==> src/rtl/losd_pkg.sv <==
package losd_pkg;
    typedef enum logic {
        LINK_OK   = 1'b0,
        LINK_LOST = 1'b1
    } link_e;
endpackage

==> src/rtl/losd_run_track.sv <==
module losd_run_track #(
    parameter int RUN_LIMIT = 128
) (
    input  logic clk,
    input  logic rst_n,
    input  logic ser_in,
    output logic trans,
    output logic run_over
);
    localparam int RUN_SAT = RUN_LIMIT + 1;
    localparam int RW      = $clog2(RUN_SAT + 1);

    typedef struct packed {
        logic          prev;
        logic [RW-1:0] run;
    } run_st_t;

    run_st_t st_d, st_q;

    always_comb begin
        st_d      = st_q;
        st_d.prev = ser_in;
        trans     = ser_in ^ st_q.prev;
        if (trans) begin
            st_d.run = '0;
        end else if (st_q.run != RW'(RUN_SAT)) begin
            st_d.run = st_q.run + 1'b1;
        end
        run_over  = (st_d.run == RW'(RUN_SAT));
    end

    always_ff @(posedge clk or negedge rst_n) begin
        if (!rst_n) begin
            st_q <= '0;
        end else begin
            st_q <= st_d;
        end
    end
endmodule

==> src/rtl/losd_win_count.sv <==
module losd_win_count #(
    parameter int WIN_LEN = 128,
    parameter int CLR_MIN = 16
) (
    input  logic clk,
    input  logic rst_n,
    input  logic trans,
    output logic win_pass
);
    localparam int WW      = $clog2(WIN_LEN);
    localparam int CNT_SAT = CLR_MIN + 1;
    localparam int CW      = $clog2(CLR_MIN + 3);

    typedef struct packed {
        logic [WW-1:0] pos;
        logic [CW-1:0] cnt;
    } win_st_t;

    win_st_t       st_d, st_q;
    logic          last;
    logic [CW-1:0] total;

    always_comb begin
        st_d     = st_q;
        last     = (st_q.pos == WW'(WIN_LEN - 1));
        total    = st_q.cnt + CW'(trans);
        win_pass = last && (total > CW'(CLR_MIN));
        if (last) begin
            st_d.pos = '0;
            st_d.cnt = '0;
        end else begin
            st_d.pos = st_q.pos + 1'b1;
            st_d.cnt = (total > CW'(CNT_SAT)) ? CW'(CNT_SAT) : total;
        end
    end

    always_ff @(posedge clk or negedge rst_n) begin
        if (!rst_n) begin
            st_q <= '0;
        end else begin
            st_q <= st_d;
        end
    end
endmodule

==> src/rtl/los_detector.sv <==
module los_detector
    import losd_pkg::*;
#(
    parameter int RUN_LIMIT = 128,
    parameter int WIN_LEN   = 128,
    parameter int CLR_MIN   = 16
) (
    input  logic clk,
    input  logic rst_n,
    input  logic ser_in,
    input  logic det_en_n,
    input  logic ext_los_a,
    input  logic ext_los_b,
    output logic los,
    output logic ser_out
);
    typedef struct packed {
        link_e link;
    } top_st_t;

    top_st_t st_d, st_q;
    logic    trans_w;
    logic    run_over_w;
    logic    win_pass_w;
    logic    lost_w;
    logic    ext_loss;

    losd_run_track #(.RUN_LIMIT(RUN_LIMIT)) u_run (
        .clk      (clk),
        .rst_n    (rst_n),
        .ser_in   (ser_in),
        .trans    (trans_w),
        .run_over (run_over_w)
    );

    losd_win_count #(.WIN_LEN(WIN_LEN), .CLR_MIN(CLR_MIN)) u_win (
        .clk      (clk),
        .rst_n    (rst_n),
        .trans    (trans_w),
        .win_pass (win_pass_w)
    );

    always_comb begin
        st_d = st_q;
        if (run_over_w) begin
            st_d.link = LINK_LOST;
        end else if (win_pass_w) begin
            st_d.link = LINK_OK;
        end
        lost_w   = (st_q.link == LINK_LOST);
        ext_loss = ~(ext_los_a ^ ext_los_b);
        los      = ext_loss | (lost_w & ~det_en_n);
        ser_out  = ser_in & ~los;
    end

    always_ff @(posedge clk or negedge rst_n) begin
        if (!rst_n) begin
            st_q <= '{link: LINK_OK};
        end else begin
            st_q <= st_d;
        end
    end
endmodule

==> config.mk <==
export PLATFORM = sky130hd
export DESIGN_NAME = los_detector
export DESIGN_NICKNAME = d
export VERILOG_FILES = /design/src/rtl/losd_pkg.sv /design/src/rtl/losd_run_track.sv /design/src/rtl/losd_win_count.sv /design/src/rtl/los_detector.sv
export SDC_FILE = /design/constraint.sdc
export NUM_CORES = 1
export LEC_CHECK = 0
export ABC_AREA = 1
export BUFFER_PORTS_ARGS = -buffer_cell sky130_fd_sc_hd__buf_2
export CAP_MARGIN = 20
export CORE_MARGIN = 1.5
export CORE_UTILIZATION = 59
export CTS_BUF_LIST = sky130_fd_sc_hd__clkbuf_16
export CTS_CLUSTER_SIZE = 10
export DETAILED_ROUTE_END_ITERATION = 8
export PLACE_DENSITY = 0.84
export SLEW_MARGIN = 30
export SYNTH_ARGS = -nofsm -noshare
export SYNTH_HDL_FRONTEND = slang
export SYNTH_SLANG_ARGS = --single-unit
==> constraint.sdc <==
create_clock -name clk -period 3.3 [get_ports clk]
set_input_delay 0.66 -clock clk [delete_from_list [all_inputs] [get_ports clk]]
set_output_delay 0.66 -clock clk [all_outputs]
set_load 0.05 [all_outputs]
==> out/results.ini, run 1 <==
[status]
outcome = finished clean

[run]
cap_violations = 0

[synthesis]
synth_cell_types = 21
netlist.area_leader.share_pct = 46.8
synthesis.nets = 156
synth_cells = 145
yosys-top-cells-area = dfrtp_1 47%, inv_1 8.6%, nand2_1 8.6%, nand3_1 6.0%, ha_1 5.3%
synth-seq-area-share_pct = 46.8
yosys_warnings = 0
synth_area_um2 = 1180
synth_edf_count = 0
synth_top_area_cell = dfrtp_1
syn_avg_cell_area_um2 = 8.11
yosys_most_used_dff = dfrtp_1
async_flop_share_pct = 100
synth-seq-cells = 22
synth_common_cells = 27 x inv_1, 27 x nand2_1, 22 x dfrtp_1, 16 x nor2_1, 14 x nand3_1

[clock_tree]
cts_tree = yes
cts_made_buffers = 3
post_cts_resized = 0
cts_hold_buf = 0
root_buffer = clkbuf_16
clock_sinks = 22
clk_pin_slew_ns = 0.05
post_cts_buffers = 0
h-tree-depth = 1
clkLatencyLatePin_ns = 0.25
cts.path.max_buffers = 2

[sta]
rsz0062_at_grt = false
skew_ns = 0.00110
final.period_utilization_pct = 66.3
hold_viol_final = 0
fmax_mhz = 457
finalSetupTns_ns = 0
period_minus_slack_ns = 2.19
tightest_slew_ns = 0.473
slew_headroom_pct = 68.5
slew_violations = 0
finalSetupViolCount = 0

[global_route]
overflow = 0
antenna_found_initial = 0
track_usage_pct = 22.7
grt_max_degree = 23
grt_pass1_wl_um = 3460
grt_pass1_vias = 854

[worst_setup_path]
path_buf_inv = 3
startpoint_type = input port
path_class = in -> reg
required_ns = 3.47
reg2reg_slack_ns = 1.22
cpPeakStageDelay_ns = 0.29
crit_family = XOR/XNOR gates
worst-path-max-fanout = 8
path_cells = buf_2 > xnor2_2 > inv_1 > ha_1 > ha_1 > nand3_1 > xor2_1 > inv_1 > nand2_1 > nand2_1 > nor2_1
critPathArrivalTime_ns = 2.36
end_kind = flip-flop
worst_path_max_delay_cell = xnor2_2

[floorplan]
die_w_um = 47.6
die-area_um2 = 2270
coreArea_um2 = 1800
io_pins = 8
die_h_um = 47.6
rows = 15
initial_utilization_pct = 65.3

[place]
place_congestion = 0.797
post-dp-hpwl_um = 1590
port_buffers = 7

[final_layout]
drive_above_1_share_pct = 15.5
finalNetCount = 168
diodes = 0
areaGrowthSynthToFinish_pct = 12.0
final_util_pct = 73.1

[power_and_ir_drop]
peakVddDrop_uv = 457
p_per_area_nw_per_um2 = 569
power_leakage_nw = 0.741

[routing]
drc = 0
drt_iter0_markers = 22
drt_first_pass_iters = 4
wirelength_um = 2140
vias = 904
viasPerCell = 5.02
ant_nets = 0
wl_per_cell_um = 11.9

[hold_path]
worst_hold_path_type = in -> async

[metal layers]
metal | share of wire, % | wire length (um) | GRT usage [%]
met4 | 1.7 | 36 | 8.11
met5 | 0 | 0 | 0
met2 | 54 | 1160 | 42.4
met3 | 2.2 | 48 | 4.53
met1 | 42 | 895 | 25.4
[flip-flops by register name (all words and copies together), names as in the netlist]
| signal | count |
|---|---|
| u_win.st_q | 12 |
| u_run.st_q | 9 |
| lost_w | 1 |
[worst register-to-register path: stages (launching register included)]
cell and delay (ns):
dfrtp_1 0.40, xnor2_2 0.32, inv_1 0.14, ha_1 0.22, ha_1 0.22, nand3_1 0.11, xor2_1 0.28, inv_1 0.07
nand2_1 0.09, nand2_1 0.05, nor2_1 0.12
[logic make-up after synthesis]
family	after synthesis	synth area share [%]
xor+xnor	5	4.36
flops	22	46.8
buf+inv	32	10.2
fa+ha+maj	5	5.32
simple gates	69	28.0
compound gates	12	5.32
[area by class of cell]
cell class / instances / area (um^2)
sequential: 22 / 551
multi-input combinational: 91 / 505
fill: 146 / 484
inverter: 32 / 120
clock buffer: 3 / 75.1
timing repair buffer: 7 / 35.0
tap: 25 / 31.3
[cell usage in the layout (no fill, tap or decap), drive strengths merged]
master / Yosys / final
o211ai: 1 / 1
clkinv: 1 / 1
a21oi: 4 / 4
nand2: 30 / 30
clkbuf: 0 / 3
nor2: 19 / 19
dfrtp: 22 / 22
buf: 0 / 7
o21ai: 7 / 7
or2: 2 / 2
inv: 31 / 31
xor2: 3 / 3
ha: 5 / 5
xnor2: 2 / 2
nand4: 2 / 2
nand3: 16 / 16
[where the power goes]
| part | internal [mW] | switching (mW) |
|---|---|---|
| clock network | 0.160 | 0.0879 |
| registers | 0.307 | 0.0247 |
| logic | 0.0649 | 0.106 |
[worst paths after layout]
check | from | endpoint | cells after the start
worst max-delay path | ser_in | u_win.st_q[1] | 11
worst min-delay path | rst_n | u_win.st_q[9] | 1
worst max register to register | u_run.st_q[8] | u_win.st_q[1] | 10
worst min register to register | u_win.st_q[5] | u_win.st_q[5] | 1
max in group asynchronous | rst_n | u_win.st_q[10] | 1
min in group clk | u_win.st_q[5] | u_win.st_q[5] | 1
[metrics by stage]
stage | instances | cell area, um^2 | power [mW] | hold slack, ns | setup slack (ns)
after CTS | 180 | 1320 | 0.749 | 0.374 | 1.12
after global routing | 180 | 1320 | 0.794 | 0.401 | 0.906
after detailed placement | 177 | 1240 | 0.505 | 0.452 | 0.851
final | 180 | 1320 | 0.750 | 0.357 | 1.11
after floorplan | 145 | 1180 | 0.460 | 0.364 | 0.641
after global placement | 177 | 1240 | 0.492 | 0.450 | 0.987
Note: power is estimated with default switching activity, not from simulation.
==> run 2: changes to the inputs <==
Settings changed: CORE_UTILIZATION 59 to 58, PLACE_DENSITY 0.84 to 0.83.
Clock period 3.3 ns to 2.2 ns, I/O delays scaled along.
==> out/results.ini, run 2 (same netlist as run 1, synthesis figures left out) <==
[clock_tree]
cts_made_buffers = 3  ; unchanged
clkLatencyLatePin_ns = 0.24  ; was 0.25 ns
root_buffer = clkbuf_16  ; unchanged
h-tree-depth = 1  ; unchanged
cts_hold_buf = 0  ; unchanged
clk_pin_slew_ns = 0.05  ; about the same
cts.path.max_buffers = 2  ; unchanged
post_cts_resized = 0  ; unchanged
clock_sinks = 22  ; unchanged
cts_tree = yes  ; unchanged
post_cts_buffers = 0  ; unchanged

[power_and_ir_drop]
p_per_area_nw_per_um2 = 828  ; was 569 nW/um^2
combPwrFrac_pct = 22.2  ; was 22.8%
power.switching_mw = 0.303  ; was 0.218 mW
switching_share_pct = 27.5  ; was 29.1%
peakVddDrop_uv = 640  ; was 457 uV
p_clk_share_pct = 32.6  ; was 33.0%
p_int_mw = 0.798  ; was 0.531 mW
pwr-share-seq_pct = 45.1  ; was 44.2%
power_leakage_nw = 0.745  ; was 0.741 nW

[final_layout]
drive_above_1_share_pct = 16.7  ; was 15.5%
largest-register = u_win.st_q  ; unchanged
fin_area_um2 = 1330  ; was 1320 um^2
finalNetCount = 169  ; was 168
diodes = 0  ; unchanged
layoutNonFillerInstCount = 183  ; was 180
final_cell_mix = 27 x inv_1, 27 x nand2_1, 22 x dfrtp_1  ; unchanged
fillCellCount = 169  ; was 146
final_util_pct = 68.5  ; was 73.1%
areaGrowthSynthToFinish_pct = 13.1  ; was 12.0%
largest_reg_flops = 12  ; unchanged

[routing]
drc = 0  ; unchanged
ant_nets = 0  ; unchanged
drt_first_pass_iters = 6  ; was 4
viasPerCell = 4.82  ; was 5.02
wl_per_cell_um = 10.3  ; was 11.9 um
drt_iter0_markers = 11  ; was 22
wirelength_um = 1890  ; was 2140 um
vias = 882  ; was 904

[worst_setup_path]
critPathArrivalTime_ns = 2.01  ; was 2.36 ns
path_class = reg -> reg  ; was in -> reg
startpoint_type = flip-flop  ; was input port
end_kind = flip-flop  ; unchanged
reg2reg_from = u_run.st_q[8]  ; unchanged
reg2reg_depth = 10  ; unchanged
reg2reg_slack_ns = 0.37  ; was 1.22 ns
reg2reg_to = u_win.st_q[1]  ; unchanged
worst-path-max-fanout = 4  ; was 8
required_ns = 2.38  ; was 3.47 ns

[floorplan]
initial_utilization_pct = 60.6  ; was 65.3%
die_w_um = 48.0  ; was 47.6 um
coreArea_um2 = 1940  ; was 1800 um^2
die_h_um = 48.0  ; was 47.6 um
io_pins = 8  ; unchanged
die-area_um2 = 2310  ; was 2270 um^2
rows = 16  ; was 15

[place]
post-dp-hpwl_um = 1450  ; was 1590 um
port_buffers = 7  ; unchanged
place_congestion = 0.763  ; was 0.797
place_area_um2 = 1250  ; was 1240 um^2
placed_cells = 180  ; was 177

[sta]
slew_headroom_pct = 68.8  ; was 68.5%
final.period_utilization_pct = 83.1
rsz0062_at_grt = false  ; unchanged
period_minus_slack_ns = 1.83
slew_violations = 0  ; unchanged
hold_viol_final = 0  ; unchanged
finalSetupTns_ns = 0  ; unchanged
finalSetupViolCount = 0  ; unchanged
tightest_slew_ns = 0.468  ; was 0.473 ns
fmax_mhz = 547
skew_ns = 0.000856  ; was 0.00110 ns

[global_route]
grt_pass1_vias = 747  ; was 854
track_usage_pct = 18.1  ; was 22.7%
antenna_found_initial = 0  ; unchanged
overflow = 0  ; unchanged
grt_pass1_wl_um = 2850  ; was 3460 um
grt_max_degree = 23  ; unchanged

[status]
outcome = finished clean  ; unchanged

[hold_path]
worst_hold_path_type = in -> async  ; unchanged

[run]
cap_violations = 0  ; unchanged

run 2: cell count changes in the layout (fill, tap and decap cells not counted):
cell,before,now
nor2_2,0,1
buf_4,0,1
nor2_1,16,15
run 2: metal layers:
layer  GRT usage (%)  vias up  routed length, um
met1            21.2      407                875
met5               0        -                  0
met3            3.40        2                 18
li1                -      470                  -
met4            8.11        0                 12
met2            32.0        3                981
run 2: stage by stage:
stage                     power, mW  setup WS (ns)  hold slack (ns)
after floorplan               0.691          0.144            0.144
final                          1.10          0.372            0.145
after global placement        0.742          0.325            0.415
after global routing           1.17          0.251            0.192
after detailed placement      0.748          0.254            0.422
after CTS                      1.12          0.384            0.157
run 2: cell type report:
class / count / area (um^2) / share of cell area [%]
flip-flops and latches: 22 / 551 / 41.4
clock buffers: 3 / 75.1 / 5.64
repair buffers: 8 / 42.5 / 3.20
multi-input cells: 91 / 508 / 38.2
inverters: 32 / 120 / 9.03
well taps: 27 / 33.8 / 2.54
run 2: power groups by stage:
stage / Combinational, mW / Clock [mW] / Sequential (mW)
6_report: 0.245 / 0.359 / 0.497
5_1_grt: 0.281 / 0.387 / 0.503
4_1_cts: 0.246 / 0.372 / 0.497
3_5_place_dp: 0.244 / 0 / 0.504
3_3_place_gp: 0.241 / 0 / 0.501
2_1_floorplan: 0.196 / 0 / 0.495
run 2: critical path, stage by stage, from the launching register on:
cell and delay, ns:
dfrtp_1 0.39, xnor2_2 0.17, inv_1 0.09, ha_1 0.21, ha_1 0.21, nand3_1 0.10
xor2_1 0.29, inv_1 0.08, nand2_1 0.09, nand2_1 0.05, nor2_1 0.07
run 2: worst max-delay path by stage:
stage / to / cells after the start / slack [ns] / startpoint
detailed placement: u_win.st_q[1] / 11 / 0.25 / ser_in
global placement: u_win.st_q[1] / 11 / 0.33 / ser_in
CTS: u_win.st_q[1] / 10 / 0.38 / u_run.st_q[8]
finish: u_win.st_q[1] / 10 / 0.37 / u_run.st_q[8]
global route: u_win.st_q[1] / 10 / 0.25 / u_run.st_q[8]
floorplan: ser_out / 2 / 0.14 / det_en_n
==> run 3: changes to the inputs <==
Settings changed: ABC_AREA 1 to 0, CORE_UTILIZATION 58 to 52, PLACE_DENSITY 0.83 to 0.79.
Clock period 2.2 ns to 1.55 ns, I/O delays scaled along.
==> out/results.ini, run 3 <==
[status]
outcome = finished, violations left  ; was finished clean
violations = negative setup slack

[synthesis]
yosys_warnings = 0  ; unchanged
synth_top_area_cell = dfrtp_1  ; unchanged
netlist.area_leader.share_pct = 49.8  ; was 46.8%
syn_avg_cell_area_um2 = 10.7  ; was 8.11 um^2
yosys_most_used_dff = dfrtp_1  ; unchanged
synth_cells = 103  ; was 145
async_flop_share_pct = 100  ; unchanged
synth-seq-cells = 22  ; unchanged
synth_cell_types = 28  ; was 21
synth_edf_count = 0  ; unchanged
synth_common_cells = 22 x dfrtp_1, 18 x nor2_1, 10 x xor2_1, 7 x xnor2_1, 6 x nand3_1  ; was 27 x inv_1, 27 x nand2_1, 22 x dfrtp_1, 16 x nor2_1, 14 x nand3_1
synthesis.nets = 114  ; was 156
yosys-top-cells-area = dfrtp_1 50%, xor2_1 7.9%, nor2_1 6.1%, ha_1 5.7%, xnor2_1 5.5%  ; was dfrtp_1 47%, inv_1 8.6%, nand2_1 8.6%, nand3_1 6.0%, ha_1 5.3%
synth_area_um2 = 1110  ; was 1180 um^2
synth-seq-area-share_pct = 49.8  ; was 46.8%
yosysMostFrequentCell = dfrtp_1

[clock_tree]
h-tree-depth = 1  ; unchanged
clk_pin_slew_ns = 0.06  ; was 0.05 ns
clkLatencyLatePin_ns = 0.25  ; was 0.24 ns
cts_tree = yes  ; unchanged
cts.path.max_buffers = 2  ; unchanged
clock_sinks = 22  ; unchanged
cts_made_buffers = 3  ; unchanged
cts_hold_buf = 0  ; unchanged
root_buffer = clkbuf_16  ; unchanged

[worst_setup_path]
worst-path-max-fanout = 3  ; was 4
required_ns = 1.68  ; was 2.38 ns
worst_path_max_delay_cell = dfrtp_1  ; unchanged
crit_family = compound AO/OA/AOI/OAI gates  ; was XOR/XNOR gates
startpoint_type = flip-flop  ; unchanged
path_buf_inv = 1  ; was 2
reg2reg_from = u_run.st_q[8]  ; unchanged
reg2reg_slack_ns = -0.13  ; was 0.37 ns
reg2reg_depth = 8  ; was 10
path_class = reg -> reg  ; unchanged
path_cells = xor2_4 > ha_4 > buf_4 > a21boi_1 > nor3_2 > o21ai_2 > o211ai_1 > o2bb2ai_1  ; was xnor2_2 > inv_1 > ha_1 > ha_1 > nand3_1 > xor2_1 > inv_1 > nand2_1 > nand2_1 > nor2_1
cpPeakStageDelay_ns = 0.42  ; was 0.39 ns
end_kind = flip-flop  ; unchanged
reg2reg_to = lost_w  ; was u_win.st_q[1]
critPathArrivalTime_ns = 1.82  ; was 2.01 ns

[final_layout]
multi_input_area_um2 = 732  ; was 508 um^2
diodes = 0  ; unchanged
largest-register = u_win.st_q  ; unchanged
finalNetCount = 143  ; was 169
mostFrequentLayoutCell = dfrtp_1
register_area_um2 = 551  ; unchanged
drive_above_1_share_pct = 43.5  ; was 16.7%
areaGrowthSynthToFinish_pct = 43.2  ; was 13.1%
final_util_pct = 79.9  ; was 68.5%
fillCellCount = 103  ; was 169
largest_reg_flops = 12  ; unchanged
final_cell_mix = 22 x dfrtp_1, 16 x buf_4, 13 x nor2_1  ; was 27 x inv_1, 27 x nand2_1, 22 x dfrtp_1
fin_area_um2 = 1580  ; was 1330 um^2
layoutNonFillerInstCount = 158  ; was 183

[sta]
period_minus_slack_ns = 1.68  ; was 1.83 ns
hold_ws_ns = 0.0146  ; was 0.145 ns
slew_violations = 0  ; unchanged
fmax_mhz = 594  ; was 547 MHz
skew_ns = 0.00185  ; was 0.000856 ns
tightest_slew_ns = 0.489  ; was 0.468 ns
finalSetupViolCount = 5  ; was 0
rsz0062_at_grt = true  ; was false
setup_slack_ns = -0.134  ; was 0.372 ns
hold_viol_final = 0  ; unchanged
final.period_utilization_pct = 109  ; was 83.1%
finalSetupTns_ns = -0.214  ; was 0 ns
slew_headroom_pct = 67.4  ; was 68.8%

[place]
place_area_um2 = 1360  ; was 1250 um^2
port_buffers = 7  ; unchanged
place_worst_setup_slack_ns = -0.134  ; was 0.254 ns
post-dp-hpwl_um = 1660  ; was 1450 um
place_congestion = 0.843  ; was 0.763
placed_cells = 152  ; was 180

[floorplan]
io_pins = 8  ; unchanged
initial_utilization_pct = 55.8  ; was 60.6%
coreArea_um2 = 1980  ; was 1940 um^2
rows = 16  ; unchanged
die_w_um = 49.1  ; was 48.0 um
die_h_um = 49.1  ; was 48.0 um
die-area_um2 = 2410  ; was 2310 um^2

[power_and_ir_drop]
peakVddDrop_uv = 963  ; was 640 uV
power_leakage_nw = 0.700  ; was 0.745 nW
p_total_mw = 2.09  ; was 1.10 mW
p_per_area_nw_per_um2 = 1320  ; was 828 nW/um^2

[global_route]
grt_pass1_wl_um = 4170  ; was 2850 um
overflow = 0  ; unchanged
grt_pass1_vias = 917  ; was 747
grt_max_degree = 23  ; unchanged
antenna_found_initial = 0  ; unchanged
track_usage_pct = 23.8  ; was 18.1%

[routing]
wirelength_um = 2670  ; was 1890 um
wl_per_cell_um = 16.9  ; was 10.3 um
viasPerCell = 5.44  ; was 4.82
drt_iter0_markers = 6  ; was 11
drt_first_pass_iters = 4  ; was 6
ant_nets = 0  ; unchanged
drc = 0  ; unchanged
vias = 860  ; was 882

[run]
cap_violations = 0  ; unchanged

[hold_path]
worst_hold_path_type = in -> async  ; unchanged

==> run 3: layout make-up <==
class / count / area share, %
Clock buffer: 3 / 4.74
Clock inverter: 1 / 0.237
Inverter: 3 / 0.711
Multi-Input combinational cell: 77 / 46.2
Sequential cell: 22 / 34.8
Tap cell: 27 / 2.13
Timing Repair Buffer: 25 / 11.2
==> run 3: cell families after synthesis <==
kind of cell | count (synthesis) | synth area share, %
and+or+nand+nor | 46 | 21.8
DFF | 22 | 49.8
xor gates and xnor gates | 18 | 16.0
AOI/OAI and AO/OA | 8 | 5.43
adders and majority gates | 5 | 5.66
buffers and inverters | 4 | 1.36
==> run 3: worst max path at each step <==
stage	startpoint	end	slack, ns	depth (start not counted)
2_1_floorplan	u_run.st_q[8]	lost_w	-0.06	8
3_3_place_gp	ser_in	lost_w	-0.11	9
3_5_place_dp	u_run.st_q[6]	lost_w	-0.13	5
4_1_cts	u_run.st_q[1]	lost_w	-0.1	7
5_1_grt	u_run.st_q[1]	lost_w	-0.22	7
6_report	u_run.st_q[8]	lost_w	-0.13	8
==> run 3: power by group <==
part	switching [mW]	leakage [nW]	internal, mW
clock network	0.200	0.0385	0.344
registers	0.125	0.281	0.650
logic	0.378	0.381	0.390
total	0.703	0.700	1.38
==> run 3: routing by layer <==
| metal | vias up | share of wire [%] | track usage (%) | routed length [um] |
|---|---|---|---|---|
| li1 | 408 | - | - | - |
| met1 | 439 | 44 | 29.4 | 1180 |
| met2 | 7 | 53 | 41.0 | 1410 |
| met3 | 6 | 0.82 | 3.07 | 22 |
| met4 | 0 | 2.2 | 11.4 | 58 |
| met5 | - | 0 | 0 | 0 |
==> run 3: timing repair <==
action / 4_1_cts / 5_1_grt
buffers inserted: 0 / 2
pin swaps: 3 / 3
gates resized for setup: 12 / 16
setup endpoints to repair: 9 / 9
==> run 3: worst reg2reg max path, cell delays in order, from the launching register on <==
cell	delay, ns
dfrtp_1	0.42
xor2_4	0.18
ha_4	0.18
buf_4	0.13
a21boi_1	0.17
nor3_2	0.07
o21ai_2	0.18
o211ai_1	0.11
o2bb2ai_1	0.13
